$ cat src/rtl/ext_slot_pkg.sv
package ext_slot_pkg;

    typedef enum logic [1:0] {
        POL_FIFO       = 2'd0,
        POL_PRIO       = 2'd1,
        POL_PRIO_FIRST = 2'd2,
        POL_FIFO_FIRST = 2'd3
    } sched_policy_e;

    typedef enum logic [1:0] {
        ST_IDLE  = 2'd0,
        ST_GRANT = 2'd1,
        ST_SPENT = 2'd2
    } sched_state_e;

    // pick-network variants
    localparam int PICK_PLAIN     = 0;
    localparam int PICK_URG_FIRST = 1;
    localparam int PICK_ROT_FIRST = 2;

endpackage

$ cat src/rtl/ext_slot_merge.sv
module ext_slot_merge #(
    parameter int NCTRL       = 8,
    parameter int IDX_W       = 3,
    parameter bit PTR_RESTART = 1'b1
) (
    input  logic [NCTRL-1:0]   pend_q,
    input  logic [IDX_W-1:0]   ptr_q,
    input  logic [2*NCTRL-1:0] req_codes,
    output logic [NCTRL-1:0]   pend_d,
    output logic [IDX_W-1:0]   ptr_d
);

    // per-controller fold: upper code bit marks an unknown entry
    for (genvar i = 0; i < NCTRL; i++) begin : g_bit
        assign pend_d[i] = req_codes[2*i+1] ? pend_q[i] : req_codes[2*i];
    end

    if (PTR_RESTART) begin : g_restart
        assign ptr_d = (pend_q == '0) ? '0 : ptr_q;
    end else begin : g_keep
        assign ptr_d = ptr_q;
    end

endmodule

$ cat src/rtl/ext_slot_pick.sv
module ext_slot_pick #(
    parameter int NCTRL      = 8,
    parameter int IDX_W      = 3,
    parameter int URGENT_CNT = 2,
    parameter int PICK_MODE  = 0
) (
    input  logic [NCTRL-1:0] pend,
    input  logic [IDX_W-1:0] start,
    output logic             hit,
    output logic [IDX_W-1:0] idx
);
    import ext_slot_pkg::*;

    // returns {found, index} of first set bit scanning upward from start
    function automatic logic [IDX_W:0] scan_from(input logic [NCTRL-1:0] vec,
                                                 input logic [IDX_W-1:0] from);
        logic [IDX_W:0] res;
        int pos;
        res = '0;
        for (int k = NCTRL - 1; k >= 0; k--) begin
            pos = int'(from) + k;
            if (pos >= NCTRL) pos = pos - NCTRL;
            if (vec[pos]) res = {1'b1, IDX_W'(pos)};
        end
        return res;
    endfunction

    if (PICK_MODE == PICK_PLAIN) begin : g_plain
        assign {hit, idx} = scan_from(pend, start);
    end else begin : g_split
        logic [NCTRL-1:0] urg_mask;
        logic [IDX_W:0]   urg_res;
        logic [IDX_W:0]   rot_res;

        for (genvar i = 0; i < NCTRL; i++) begin : g_mask
            assign urg_mask[i] = (i < URGENT_CNT);
        end

        always_comb begin
            urg_res = scan_from(pend & urg_mask, '0);
            rot_res = scan_from(pend & ~urg_mask, start);
        end

        if (PICK_MODE == PICK_URG_FIRST) begin : g_urg
            assign {hit, idx} = urg_res[IDX_W] ? urg_res : rot_res;
        end else begin : g_rot
            assign {hit, idx} = rot_res[IDX_W] ? rot_res : urg_res;
        end
    end

endmodule

$ cat src/rtl/ext_slot_sched.sv
module ext_slot_sched #(
    parameter int NCTRL      = 8,
    parameter int EXT_SLOTS  = 3,
    parameter int URGENT_CNT = 2,
    parameter ext_slot_pkg::sched_policy_e POLICY = ext_slot_pkg::POL_FIFO
) (
    input  logic                                      clk,
    input  logic                                      rst_n,
    input  logic [2*NCTRL-1:0]                        req_codes,
    input  logic                                      merge_i,
    input  logic                                      select_i,
    input  logic                                      adjust_i,
    output logic [((NCTRL > 1) ? $clog2(NCTRL) : 1)-1:0] grant_idx,
    output logic                                      grant_valid
);
    import ext_slot_pkg::*;

    localparam int IDX_W     = (NCTRL > 1) ? $clog2(NCTRL) : 1;
    localparam int CNT_W     = $clog2(EXT_SLOTS + 1);
    localparam bit USE_PTR   = (POLICY != POL_PRIO);
    localparam int PICK_MODE = (POLICY == POL_PRIO_FIRST) ? PICK_URG_FIRST :
                               (POLICY == POL_FIFO_FIRST) ? PICK_ROT_FIRST : PICK_PLAIN;

    sched_state_e     state_q, state_d;
    logic [NCTRL-1:0] pend_q, pend_d;
    logic [IDX_W-1:0] ptr_q, ptr_d;
    logic [IDX_W-1:0] gidx_q, gidx_d;
    logic [CNT_W-1:0] cnt_q, cnt_d;

    logic [NCTRL-1:0] mrg_pend;
    logic [IDX_W-1:0] mrg_ptr;
    logic [IDX_W-1:0] pick_start;
    logic             pick_hit;
    logic [IDX_W-1:0] pick_idx;

    assign pick_start = USE_PTR ? ptr_q : '0;

    ext_slot_merge #(
        .NCTRL      (NCTRL),
        .IDX_W      (IDX_W),
        .PTR_RESTART(USE_PTR)
    ) u_merge (
        .pend_q   (pend_q),
        .ptr_q    (ptr_q),
        .req_codes(req_codes),
        .pend_d   (mrg_pend),
        .ptr_d    (mrg_ptr)
    );

    ext_slot_pick #(
        .NCTRL     (NCTRL),
        .IDX_W     (IDX_W),
        .URGENT_CNT(URGENT_CNT),
        .PICK_MODE (PICK_MODE)
    ) u_pick (
        .pend (pend_q),
        .start(pick_start),
        .hit  (pick_hit),
        .idx  (pick_idx)
    );

    // next-state logic; merge outranks adjust, adjust outranks select
    always_comb begin
        state_d = state_q;
        pend_d  = pend_q;
        ptr_d   = ptr_q;
        gidx_d  = gidx_q;
        cnt_d   = cnt_q;
        if (merge_i) begin
            pend_d  = mrg_pend;
            ptr_d   = mrg_ptr;
            cnt_d   = '0;
            state_d = ST_IDLE;
        end else begin
            unique case (state_q)
                ST_IDLE: begin
                    if (select_i && pick_hit) begin
                        state_d = ST_GRANT;
                        gidx_d  = pick_idx;
                        cnt_d   = cnt_q + CNT_W'(1);
                    end
                end
                ST_GRANT: begin
                    if (adjust_i) begin
                        pend_d[gidx_q] = 1'b0;
                        ptr_d   = (gidx_q == IDX_W'(NCTRL - 1)) ? '0 : gidx_q + IDX_W'(1);
                        state_d = (cnt_q == CNT_W'(EXT_SLOTS)) ? ST_SPENT : ST_IDLE;
                    end
                end
                ST_SPENT: begin
                end
                default: state_d = ST_IDLE;
            endcase
        end
    end

    // state register
    always_ff @(posedge clk or negedge rst_n) begin
        if (!rst_n) begin
            state_q <= ST_IDLE;
            pend_q  <= '0;
            ptr_q   <= '0;
            gidx_q  <= '0;
            cnt_q   <= '0;
        end else begin
            state_q <= state_d;
            pend_q  <= pend_d;
            ptr_q   <= ptr_d;
            gidx_q  <= gidx_d;
            cnt_q   <= cnt_d;
        end
    end

    // outputs
    always_comb begin
        grant_valid = (state_q == ST_GRANT);
        grant_idx   = gidx_q;
    end

    // a held grant always belongs to a pending controller
    p_valid_owned_r3: assert property (@(posedge clk) disable iff (!rst_n)
        grant_valid |-> pend_q[grant_idx]);

    // adjust retires the granted request
    p_adjust_clear_r8: assert property (@(posedge clk) disable iff (!rst_n)
        (grant_valid && adjust_i && !merge_i) |=> (!grant_valid && !pend_q[$past(grant_idx)]));

    // merge drops any grant
    p_merge_drop_r2: assert property (@(posedge clk) disable iff (!rst_n)
        merge_i |=> !grant_valid);

    // grant counter never exceeds the slot budget
    p_no_overflow_r10: assert property (@(posedge clk) disable iff (!rst_n)
        cnt_q <= CNT_W'(EXT_SLOTS));

    // select during a held grant keeps the grant
    p_hold_r11: assert property (@(posedge clk) disable iff (!rst_n)
        (grant_valid && select_i && !adjust_i && !merge_i) |=> (grant_valid && $stable(grant_idx)));

    // nothing pending gives no grant
    p_empty_r9: assert property (@(posedge clk) disable iff (!rst_n)
        (!grant_valid && select_i && !merge_i && pend_q == '0) |=> !grant_valid);

    // unknown codes leave the pending bit alone
    for (genvar i = 0; i < NCTRL; i++) begin : g_unknown_chk
        p_unknown_keep_r2: assert property (@(posedge clk) disable iff (!rst_n)
            (merge_i && req_codes[2*i+1]) |=> (pend_q[i] == $past(pend_q[i])));
    end

    // static priority grants the lowest pending index
    if (POLICY == POL_PRIO) begin : g_prio_chk
        logic [NCTRL-1:0] below_mask;
        always_comb begin
            for (int i = 0; i < NCTRL; i++) below_mask[i] = (i < int'(grant_idx));
        end
        p_lowest_wins_r5: assert property (@(posedge clk) disable iff (!rst_n)
            grant_valid |-> ((pend_q & below_mask) == '0));
    end

endmodule

$ cat config.mk
export PLATFORM = sky130hd
export DESIGN_NAME = ext_slot_sched
export DESIGN_NICKNAME = d
export VERILOG_FILES = /design/src/rtl/ext_slot_pkg.sv /design/src/rtl/ext_slot_merge.sv /design/src/rtl/ext_slot_pick.sv /design/src/rtl/ext_slot_sched.sv
export SDC_FILE = /design/constraint.sdc
export NUM_CORES = 1
export LEC_CHECK = 0
export BUFFER_PORTS_ARGS = -buffer_cell sky130_fd_sc_hd__buf_2
export CORE_MARGIN = 2
export CORE_UTILIZATION = 59
export CTS_BUF_LIST = sky130_fd_sc_hd__clkbuf_4
export DETAILED_ROUTE_END_ITERATION = 10
export PLACE_DENSITY = 0.89
export SLEW_MARGIN = 30
export SYNTH_ARGS = -nofsm -noshare
export SYNTH_HDL_FRONTEND = slang
export SYNTH_SLANG_ARGS = --single-unit
export TNS_END_PERCENT = 100
$ cat constraint.sdc
create_clock -name clk -period 4.5 [get_ports clk]
set_clock_uncertainty 0.15 [all_clocks]
set_input_delay 0.675 -clock clk [delete_from_list [all_inputs] [get_ports clk]]
set_output_delay 0.675 -clock clk [all_outputs]
set_load 0.01 [all_outputs]
Word-level counts from Yosys, hierarchy flattened --
Cells that the tools add are included. Widths: inputs -> output; s select.
Word-level totals: logic and storage cells 152, output and inout bits 4, bits of input ports 21, flip-flop bits (word level) 18
Cells by class: multiplexer cells 66, reductions and logical operators 20, add/sub/neg operators 17, magnitude comparators 18, equal/unequal tests 16, bitwise gates (word level) 3
Operators with widths (count):
- $lt 32x5->1 const B | 8
- $mux 32 | 8
- $ge 32x5->1 const B | 7
- $sub 32x5->32 const B | 7
- $reduce_and 3->1 | 11
- $mux 4 | 8
- $mux 1 | 25
- $bmux 1 s3 | 8
- $mux 8 | 3
- $ne 2x2->1 const B | 9
- $add 3x3->4 const B | 4
- $mux 3 | 5
- $mux 2 | 7
- $add 3x2->4 const B | 2
- $and 8x8->8 | 1
- $logic_not 8->1 | 1
- $not 8->8 | 1
- $reduce_bool 2->1 | 4
- $ne 3x3->1 const B | 2
- $pmux 2 s3 | 1
- $sub 3x4->5 const B | 1
- $add 3x1->4 const B | 1
- $eq 2x2->1 const B | 2
- $ge 3x4->1 const B | 1
- 12 further kinds | 13

Longest topological paths before layout --
Gate-level depths: netlist (run 1).
depth in word-level cells 18, depth in mapped cells 12, gate-level depth less buffers 9

Modules after synthesis --
From an unflattened synthesis (run 1), not the netlist that was laid out.
Unflattened totals: cell total of the unflattened synthesis 178, area total of the unflattened synthesis 1814.2 sq um
Modules (own cells, without submodules):
- ext_slot_sched | cells an instance 79, area an instance 842.1 sq um, seq. area each 450.4 sq um, times used 1
- ext_slot_pick | cells an instance 86, area an instance 834.6 sq um, seq. area each 0.0 sq um, times used 1
- ext_slot_merge | cells an instance 13, area an instance 137.6 sq um, seq. area each 0.0 sq um, times used 1

Worst setup path before layout (run 1) --
OpenSTA, ideal clock, no wires.
kind reg-to-reg, start point reg ptr_q[1], in the netlist pick_start[1], end point reg gidx_q[1], in the netlist grant_idx[1], clock period less this slack 3403 ps, setup time 128 ps, stages on the path, launching flop included 13, path slack 1097 ps, path buffers 3, data arrival time 3125 ps, data required time 4222 ps, path through dfrtp_1 clkbuf_1 clkbuf_1 inv_1 ha_1 buf_2 mux2_2 mux2_2 o221ai_2 nand2_1 o211ai_2 nor2_2 mux2_1
On the way: cells in the longest elaborated chain, start to end 16, elaborated cells between the ends (all ways) 65, classes of those cells add/sub (15); order compare (8); mux (40); reduce/logical (2)
RTL lines:
- start, declared | RTL line ext_slot_sched.sv:26 | logic [IDX_W-1:0] ptr_q, ptr_d;
- start signal, assigned | RTL line ext_slot_sched.sv:108 | ptr_q <= ptr_d;
- $add 3x3->4 | RTL line ext_slot_pick.sv:21 | pos = int'(from) + k;
- $sub 32x5->32 or $ge 32x5->1 (tied branches) | RTL line ext_slot_pick.sv:22 | if (pos >= NCTRL) pos = pos - NCTRL;
- $mux 32 | RTL line ext_slot_pick.sv:22
- $bmux 1 s3 | RTL line ext_slot_pick.sv:23 | if (vec[pos]) res = {1'b1, IDX_W'(pos)};
- $mux 1 (implied by the code) (2 in series) | RTL line ext_slot_pick.sv:23
- $mux 4 (7 in series) | RTL line ext_slot_pick.sv:23
- $mux 4 * | RTL line ext_slot_pick.sv:23
- $logic_and 1x1->1 | RTL line ext_slot_sched.sv:77 | if (select_i && pick_hit) begin
- $reduce_and 3->1 (no source line)
- end signal, assigned | RTL line ext_slot_sched.sv:109 | gidx_q <= gidx_d;
- end, declared | RTL line ext_slot_sched.sv:27 | logic [IDX_W-1:0] gidx_q, gidx_d;
Mark *: on every way between the ends. The rest lies on a longest branch, timed or not. The select of a mux whose other input is x is not followed. A chain may end at the register's enable or synchronous reset.

Worst setup path after layout (run 1) --
Same ends and word-level chain as after synthesis.

==> impl_summary.log, run 1 <==
INFO  metric maxCapViolCount = 0
INFO  metric timing.final.crit_period = ~3.6 ns
INFO  metric finalNonFillerCells = 231
INFO  metric max-slew-margin-rel = between 50% and 60%
INFO  metric main_combinational_cell_family_by_area_after_synthesis = multiplexers
INFO  metric most-common-layout-cells = buf_2, dfrtp_1, nand2_1, mux2i_1, inv_1
INFO  metric layout_setup_ws = roughly 0.94 ns
INFO  metric tritoncts = built
INFO  metric layout.cells.most_common = buf_2
INFO  metric synth_warnings = 0
INFO  metric dr.pass1.iters = 5
INFO  metric arrival_time_reported_for_the_critical_path_endpoint = approximately 3.6 ns
INFO  metric dr.first_iter.drc_count = between 100 and 150
INFO  metric cts_max_level = 1
INFO  metric die_height = between 50 and 60 um
INFO  metric ys_seq_elements = 18
INFO  metric cts_repair_resize_count = 0
INFO  metric n_antenna_cell = 0
INFO  metric worstReg2RegStart = pick_start[1]
INFO  metric yosys.area_share.simple = between 10% and 20%
INFO  metric mappedNetlistNets = just over 200
INFO  metric post_synth_fa_ha_maj_area_fraction = under 10%
INFO  metric ioPinCount = 25
INFO  metric clock_tree.buffer_depth = 2
INFO  metric setup-violations-final = 0
INFO  metric num_vias = around 1600
INFO  metric synthesis.instances = approximately 180
INFO  metric required = 4.53 ns
INFO  metric run_status = completed
INFO  metric gpl_congestion = ~1.1
INFO  metric cellLeakagePower = between 0.0007 and 0.0008 uW
INFO  metric grt_pass1_wl = between 7000 and 8000 um
INFO  metric setup_tns = 0 ns
INFO  metric track_usage = 27.34%
INFO  metric buffer_ports.inserted = 24
INFO  metric powerDensity = ~730 mW/mm^2
INFO  metric synth-xor-area-share = 2.509%
INFO  metric mappedNetlistArea = 0.001695 sq mm
INFO  metric dpl-instance-area = 0.001821 sq mm
INFO  metric vias_per_cell = just under 7
INFO  metric hold_viol = 0
INFO  metric number_of_distinct_standard_cells_referenced_by_the_synthesized_netlist = 48
INFO  metric fraction_of_final_layout_cells_with_drive_strength_greater_than_1 = 25.00%
INFO  metric numPlacedInstances = 227
INFO  metric rsz0062_at_grt = false
INFO  metric post-synth-top-area-cell = dfrtp_1
INFO  metric gr-total-overflow = 0
INFO  metric drc_errors = 0
INFO  metric syn_to_final_growth = 8.930%
INFO  metric floorplan.initialDensity = about 62%
INFO  metric final_worst_path_cycle_share = around four fifths
INFO  metric postCtsHoldBufs = 0
INFO  metric synth_area_leaders = dfrtp_1, mux4_2, mux2i_1
INFO  metric tritoncts_num_sinks = 18
INFO  metric die_footprint = 0.003318 sq mm
INFO  metric fmaxAchievable = 280.8 MHz
INFO  metric worstSkewPairLatency = 0.29 ns
INFO  metric dieWidth = 57.61 um
INFO  metric total_setup_buffers_inserted_after_cts = 0
INFO  metric power = between 1000 and 1500 uW
INFO  metric wl = approximately 4100 um
INFO  metric synth-compound-area-share = between 10% and 20%
INFO  metric synth_area_per_cell = around 9.5 sq um
INFO  metric cts.clk_slew.worst_paths = 0.10 ns
INFO  metric grt_antenna_before_repair = 0
INFO  metric postLayoutCellArea = between 0.0015 and 0.002 sq mm
INFO  metric endpoint_kind = flip-flop
INFO  metric synth_top_area_share = about a quarter
INFO  metric fin_nets = about 230
INFO  metric worstSetupPathType = flip-flop to flip-flop
INFO  metric power.ir.vdd_worst = ~0.00070 V
INFO  metric muxShareOfSynthArea = between 20% and 30%
INFO  metric slew_viol_final = 0
INFO  metric preCtsSetupSlack = ~1.0 ns
INFO  metric clk_root_buffer_cell = clkbuf_4
INFO  metric drt.antenna.violating_nets = 0
INFO  metric grt_start_max_net_pins = 22
INFO  metric cts_made_buffers = 3
INFO  metric nature_of_the_critical_path_startpoint = flip-flop
INFO  metric hp-class = input port to asynchronous set/reset pin
INFO  metric rows = 19
INFO  metric synth_sequential_area_ratio = between 20% and 30%
INFO  metric avgRoutedWirePerCell = between 15 and 20 um
INFO  metric hpwl = just over 3000 um
INFO  metric worst-slew-pin-transition = slightly above 0.6 ns
INFO  metric crit_start = pick_start[1]
INFO  metric fp.coreArea = around 0.0027 sq mm
INFO  metric grt_pass1_vias = ~1600
INFO  metric critPathMaxFanout = 15
-- report_power, final --
part	total (uW)	internal (uW)	switching, uW
clock network	80.5	32.3	48.2
logic	958	431	527
registers	308	202	106
-- critical path, stage by stage (launching register included) --
cell and delay, ns:
dfrtp_1 0.72, inv_1 0.17, ha_1 0.57, mux2_2 0.40, mux2_2 0.28, o221ai_2 0.28, nand2_1 0.14, o211ai_2 0.33
nor2_2 0.09, mux2_1 0.32
-- synthesized netlist by cell type, drive strengths merged --
master,n
nand2b,7
xor2,2
a32o,1
nor2b,8
xnor2,2
and2,1
o221ai,2
nor4,2
dfrtp,18
o31a,1
a2bb2oi,1
o41ai,1
o31ai,1
mux4,10
or2,1
a21boi,1
o22ai,1
a32oi,1
o211ai,2
a21o,2
mux2i,13
inv,11
nor4b,1
a31oi,8
nor2,10
o21ai,8
o2bb2ai,1
nor3,3
a311oi,1
a21oi,7
clkbuf,4
and4,1
ha,5
mux2,6
nand2,15
o2111ai,1
o311a,1
o22a,1
nand3,9
a22o,1
a211oi,3
buf,4
-- area by class of cell --
cell class	count	area [sq um]
fillers	203	887.1
clock inverters	1	3.754
clock buffers	3	22.52
inverters	11	41.29
repair buffers	25	127.6
well taps	31	38.79
flip-flops and latches	18	450.4
multi-input cells	142	1162
-- per-stage QoR --
| stage | util (%) | hold WS, ns |
|---|---|---|
| detailed placement | 66.59 | 0.3897 |
| CTS | 67.55 | 0.1440 |
| global route | 67.55 | 0.1639 |
| floorplan | - | 0.2294 |
| finish | 67.55 | 0.1427 |
| global placement | 66.59 | 0.3633 |
-- sequential cells by signal, indices dropped and copies added (netlist names) --
signal	cells
cnt_q	2
pend_q	8
pick_start	3
grant_idx	3
state_q	2
-- path summary, 6_finish.rpt --
kind | to | slack [ns] | depth (start not counted)
max | grant_idx[1] | 0.94 | 9
min | cnt_q[1] | 0.14 | 1
max reg2reg | grant_idx[1] | 0.94 | 9
min reg2reg | cnt_q[1] | 0.40 | 2
max in group asynchronous | pend_q[5] | 3.77 | 1
min in group clk | cnt_q[1] | 0.40 | 2
-- metal layers --
layer | GRT usage [%] | share of wire, % | up-vias
met4 | 12.96 | 2.5 | 0
met2 | 47.08 | 52 | 88
li1 | - | - | 722
met5 | 0 | 0 | -
met1 | 34.52 | 38 | 762
met3 | 2.494 | 7.2 | 13
-- logic make-up (layout without fill, tap and decap cells) --
group	count (synthesis)	count (layout)
AO/OA/AOI/OAI	46	46
XOR/XNOR	4	4
adder cells (fa/ha/maj)	5	5
buffers and inverters	19	40
flip-flops	18	18
multiplexers	29	29
AND/OR/NAND/NOR	58	58
Power figures use the tool's default switching activity.
==> run 2, diff against run 1 <==
--- a/config.mk
+++ b/config.mk
@@ -7,10 +7,10 @@
 export LEC_CHECK = 0
 export BUFFER_PORTS_ARGS = -buffer_cell sky130_fd_sc_hd__buf_2
 export CORE_MARGIN = 2
-export CORE_UTILIZATION = 59
+export CORE_UTILIZATION = 53
 export CTS_BUF_LIST = sky130_fd_sc_hd__clkbuf_4
 export DETAILED_ROUTE_END_ITERATION = 10
-export PLACE_DENSITY = 0.89
+export PLACE_DENSITY = 0.85
 export SLEW_MARGIN = 30
 export SYNTH_ARGS = -nofsm -noshare
 export SYNTH_HDL_FRONTEND = slang
==> constraint.sdc (replaced) <==
create_clock -name clk -period 3.19 [get_ports clk]
set_clock_uncertainty 0.15 [all_clocks]
set_input_delay 0.4785 -clock clk [delete_from_list [all_inputs] [get_ports clk]]
set_output_delay 0.4785 -clock clk [all_outputs]
set_load 0.01 [all_outputs]
==> impl_summary.log, run 2 (same netlist as run 1, synthesis figures left out) <==
INFO  metric run_status = completed
INFO  metric postLayoutCellArea = 0.001911 sq mm (+3.5%)
INFO  metric floorplan.initialDensity = 55.53% (-6.5 points)
INFO  metric fin_hold_ws = 0.2423 ns (+0.09966 ns)
INFO  metric hold_viol = 0 (unchanged)
INFO  metric fp.coreArea = 0.003053 sq mm (+12%)
INFO  metric p_int = 993.1 uW (+49%)
INFO  metric worstSkewPairLatency = 0.28 ns (about the same)
INFO  metric gr-total-overflow = 0 (unchanged)
INFO  metric powerDensity = 1011 mW/mm^2 (+39%)
INFO  metric endpoint_kind = flip-flop
INFO  metric dieWidth = 60.56 um (+5.1%)
INFO  metric ff2ff_setup_slack = 0.29 ns (-0.65 ns)
INFO  metric critPathMaxFanout = 6 (-9)
INFO  metric rows = 20 (+1)
INFO  metric worstReg2RegStart = pick_start[1]
INFO  metric wl = 3867 um (-6.7%)
INFO  metric rsz0062_at_grt = false
INFO  metric dpl-instance-area = 0.001878 sq mm (+3.2%)
INFO  metric tritoncts_num_sinks = 18 (unchanged)
INFO  metric die_footprint = 0.003668 sq mm (+11%)
INFO  metric clkPwrFrac = 5.5% (-0.5 points)
INFO  metric slew_viol_final = 0 (unchanged)
INFO  metric grt_antenna_before_repair = 0 (unchanged)
INFO  metric postCtsHoldBufs = 1 (+1)
INFO  metric fillers = 286 (+41%)
INFO  metric register_area = 450.4 sq um (unchanged)
INFO  metric buffer_ports.inserted = 24 (unchanged)
INFO  metric seq_power_share = 19.9% (-3.0 points)
INFO  metric hpwl = 2977 um (-3.7%)
INFO  metric hp-class = input port to flip-flop
INFO  metric timing.final.crit_period = 2.903 ns (-0.6587 ns)
INFO  metric grt_pass1_wl = 6486 um (-8.2%)
INFO  metric setup_tns = 0 ns (unchanged)
INFO  metric grt_pass1_vias = 1455 (-6.6%)
INFO  metric cts_made_buffers = 3 (unchanged)
INFO  metric largest_register_ff_count = 8 (unchanged)
INFO  metric max_flop_register = pend_q
INFO  metric power.switching = 938.2 uW (+38%)
INFO  metric arrival_time_reported_for_the_critical_path_endpoint = 2.92 ns (-0.67 ns)
INFO  metric finalNonFillerCells = 248 (+7.4%)
INFO  metric gpl_congestion = 0.8686 (-20%)
INFO  metric avgRoutedWirePerCell = 15.59 um (-13%)
INFO  metric ff_to_ff_end = grant_idx[1]
INFO  metric vias_per_cell = 6.109 (-11%)
INFO  metric cellLeakagePower = 0.0007988 uW (+3.2%)
INFO  metric numPlacedInstances = 244 (+7.5%)
INFO  metric final_worst_path_cycle_share = 91.00% (+12 points)
INFO  metric power.ir.vdd_worst = 0.0004820 V (-31%)
INFO  metric dr.first_iter.drc_count = 71 (-47%)
INFO  metric ioPinCount = 25 (unchanged)
INFO  metric clock_tree.buffer_depth = 2 (unchanged)
INFO  metric holdCritStartpoint = req_codes[2]
INFO  metric multiInputGateArea = 0.001174 sq mm (+0.97%)
INFO  metric fraction_of_final_layout_cells_with_drive_strength_greater_than_1 = 26.47% (+1.5 points)
INFO  metric track_usage = 22.99% (-4.3 points)
INFO  metric syn_to_final_growth = 12.69%
INFO  metric reg2regPathDepth = 9 (unchanged)
INFO  metric setup-violations-final = 0 (unchanged)
INFO  metric drt.antenna.violating_nets = 0 (unchanged)
INFO  metric comb_power_share = 74.6% (+3.5 points)
INFO  metric most-common-layout-cells = buf_2, dfrtp_1, nand2_1, mux2i_1, inv_1
INFO  metric max-slew-margin-rel = 68.19% (+9.1 points)
INFO  metric swShare = 48.58% (-2.0 points)
INFO  metric die_height = 60.56 um (+5.1%)
INFO  metric fmaxAchievable = 344.5 MHz (+23%)
INFO  metric num_vias = 1515 (-4.4%)
INFO  metric dr.pass1.iters = 4 (-1)
INFO  metric min_delay_worst_endpoint = pend_q[1]
INFO  metric required = 3.21 ns (-1.32 ns)
INFO  metric fin_nets = 232 (+2.2%)
INFO  metric worst-slew-pin-transition = 0.4735 ns (-0.1404 ns)
INFO  metric clk_root_buffer_cell = clkbuf_4
INFO  metric n_antenna_cell = 0 (unchanged)
INFO  metric worstSetupPathType = flip-flop to flip-flop
INFO  metric hold_path_depth = 2
INFO  metric cts_repair_resize_count = 0 (unchanged)
INFO  metric drc_errors = 0 (unchanged)
INFO  metric nature_of_the_critical_path_startpoint = flip-flop
INFO  metric cts_max_level = 1 (unchanged)
INFO  metric maxCapViolCount = 0 (unchanged)
INFO  metric cts.clk_slew.worst_paths = 0.09 ns (about the same)
INFO  metric tritoncts = built
INFO  metric total_setup_buffers_inserted_after_cts = 0 (unchanged)
INFO  metric layout.cells.most_common = buf_2
INFO  metric grt_start_max_net_pins = 22 (unchanged)
==> run 2: metal layers <==
metal / vias to the layer above / GRT usage, % / part of all wire, % / wire length [um]
li1: 736 / - / - / -
met1: 728 / 32.10 / 46 / 1767
met2: 45 / 39.02 / 49 / 1891
met3: 6 / 0.8529 / 3.9 / 151
met4: 0 / 7.143 / 1.4 / 56
met5: - / 0 / 0 / 0
==> run 2: critical path, stage by stage, from the launching register on <==
cell and delay [ns]:
dfrtp_1 0.35, inv_1 0.07, ha_1 0.42, mux2_2 0.38
mux2_1 0.31, o221ai_2 0.22, nand3_1 0.13, o211ai_2 0.35
nor2_2 0.10, mux2_1 0.32
==> run 2: worst max path at each step <==
stage                        startpoint            to  slack [ns]  cells after the start
after global routing      pick_start[1]  grant_idx[1]        0.10                      9
after detailed placement  pick_start[1]  grant_idx[1]        0.31                      9
after floorplan           pick_start[1]  grant_idx[1]       0.009                     12
after global placement    pick_start[1]  grant_idx[1]        0.42                      9
after CTS                 pick_start[1]  grant_idx[1]        0.28                      9
final                     pick_start[1]  grant_idx[1]        0.29                      9
==> run 2: final cells by class <==
cell class              count  share of cell area [%]
multi-input cells         142                   61.43
flip-flops and latches     18                   23.58
repair buffers             30                   8.775
well taps                  44                   2.881
inverters                  11                   2.161
clock buffers               3                   1.179
==> run 2: power by group through the flow <==
stage / Clock [uW] / Sequential (uW) / Combinational, uW
floorplan: 0 / 371 / 1140
global placement: 0 / 385 / 1410
detailed placement: 0 / 386 / 1430
CTS: 108 / 381 / 1430
global route: 119 / 393 / 1590
finish: 105 / 385 / 1440
==> run 2: metrics by stage <==
stage / total power [uW] / utilization, % / setup WS (ns)
after floorplan: 1513 / - / 0.009383
after global placement: 1792 / 61.52 / 0.4187
after detailed placement: 1812 / 61.52 / 0.3073
after CTS: 1924 / 62.58 / 0.2809
after global routing: 2100 / 62.58 / 0.1037
final: 1931 / 62.58 / 0.2872
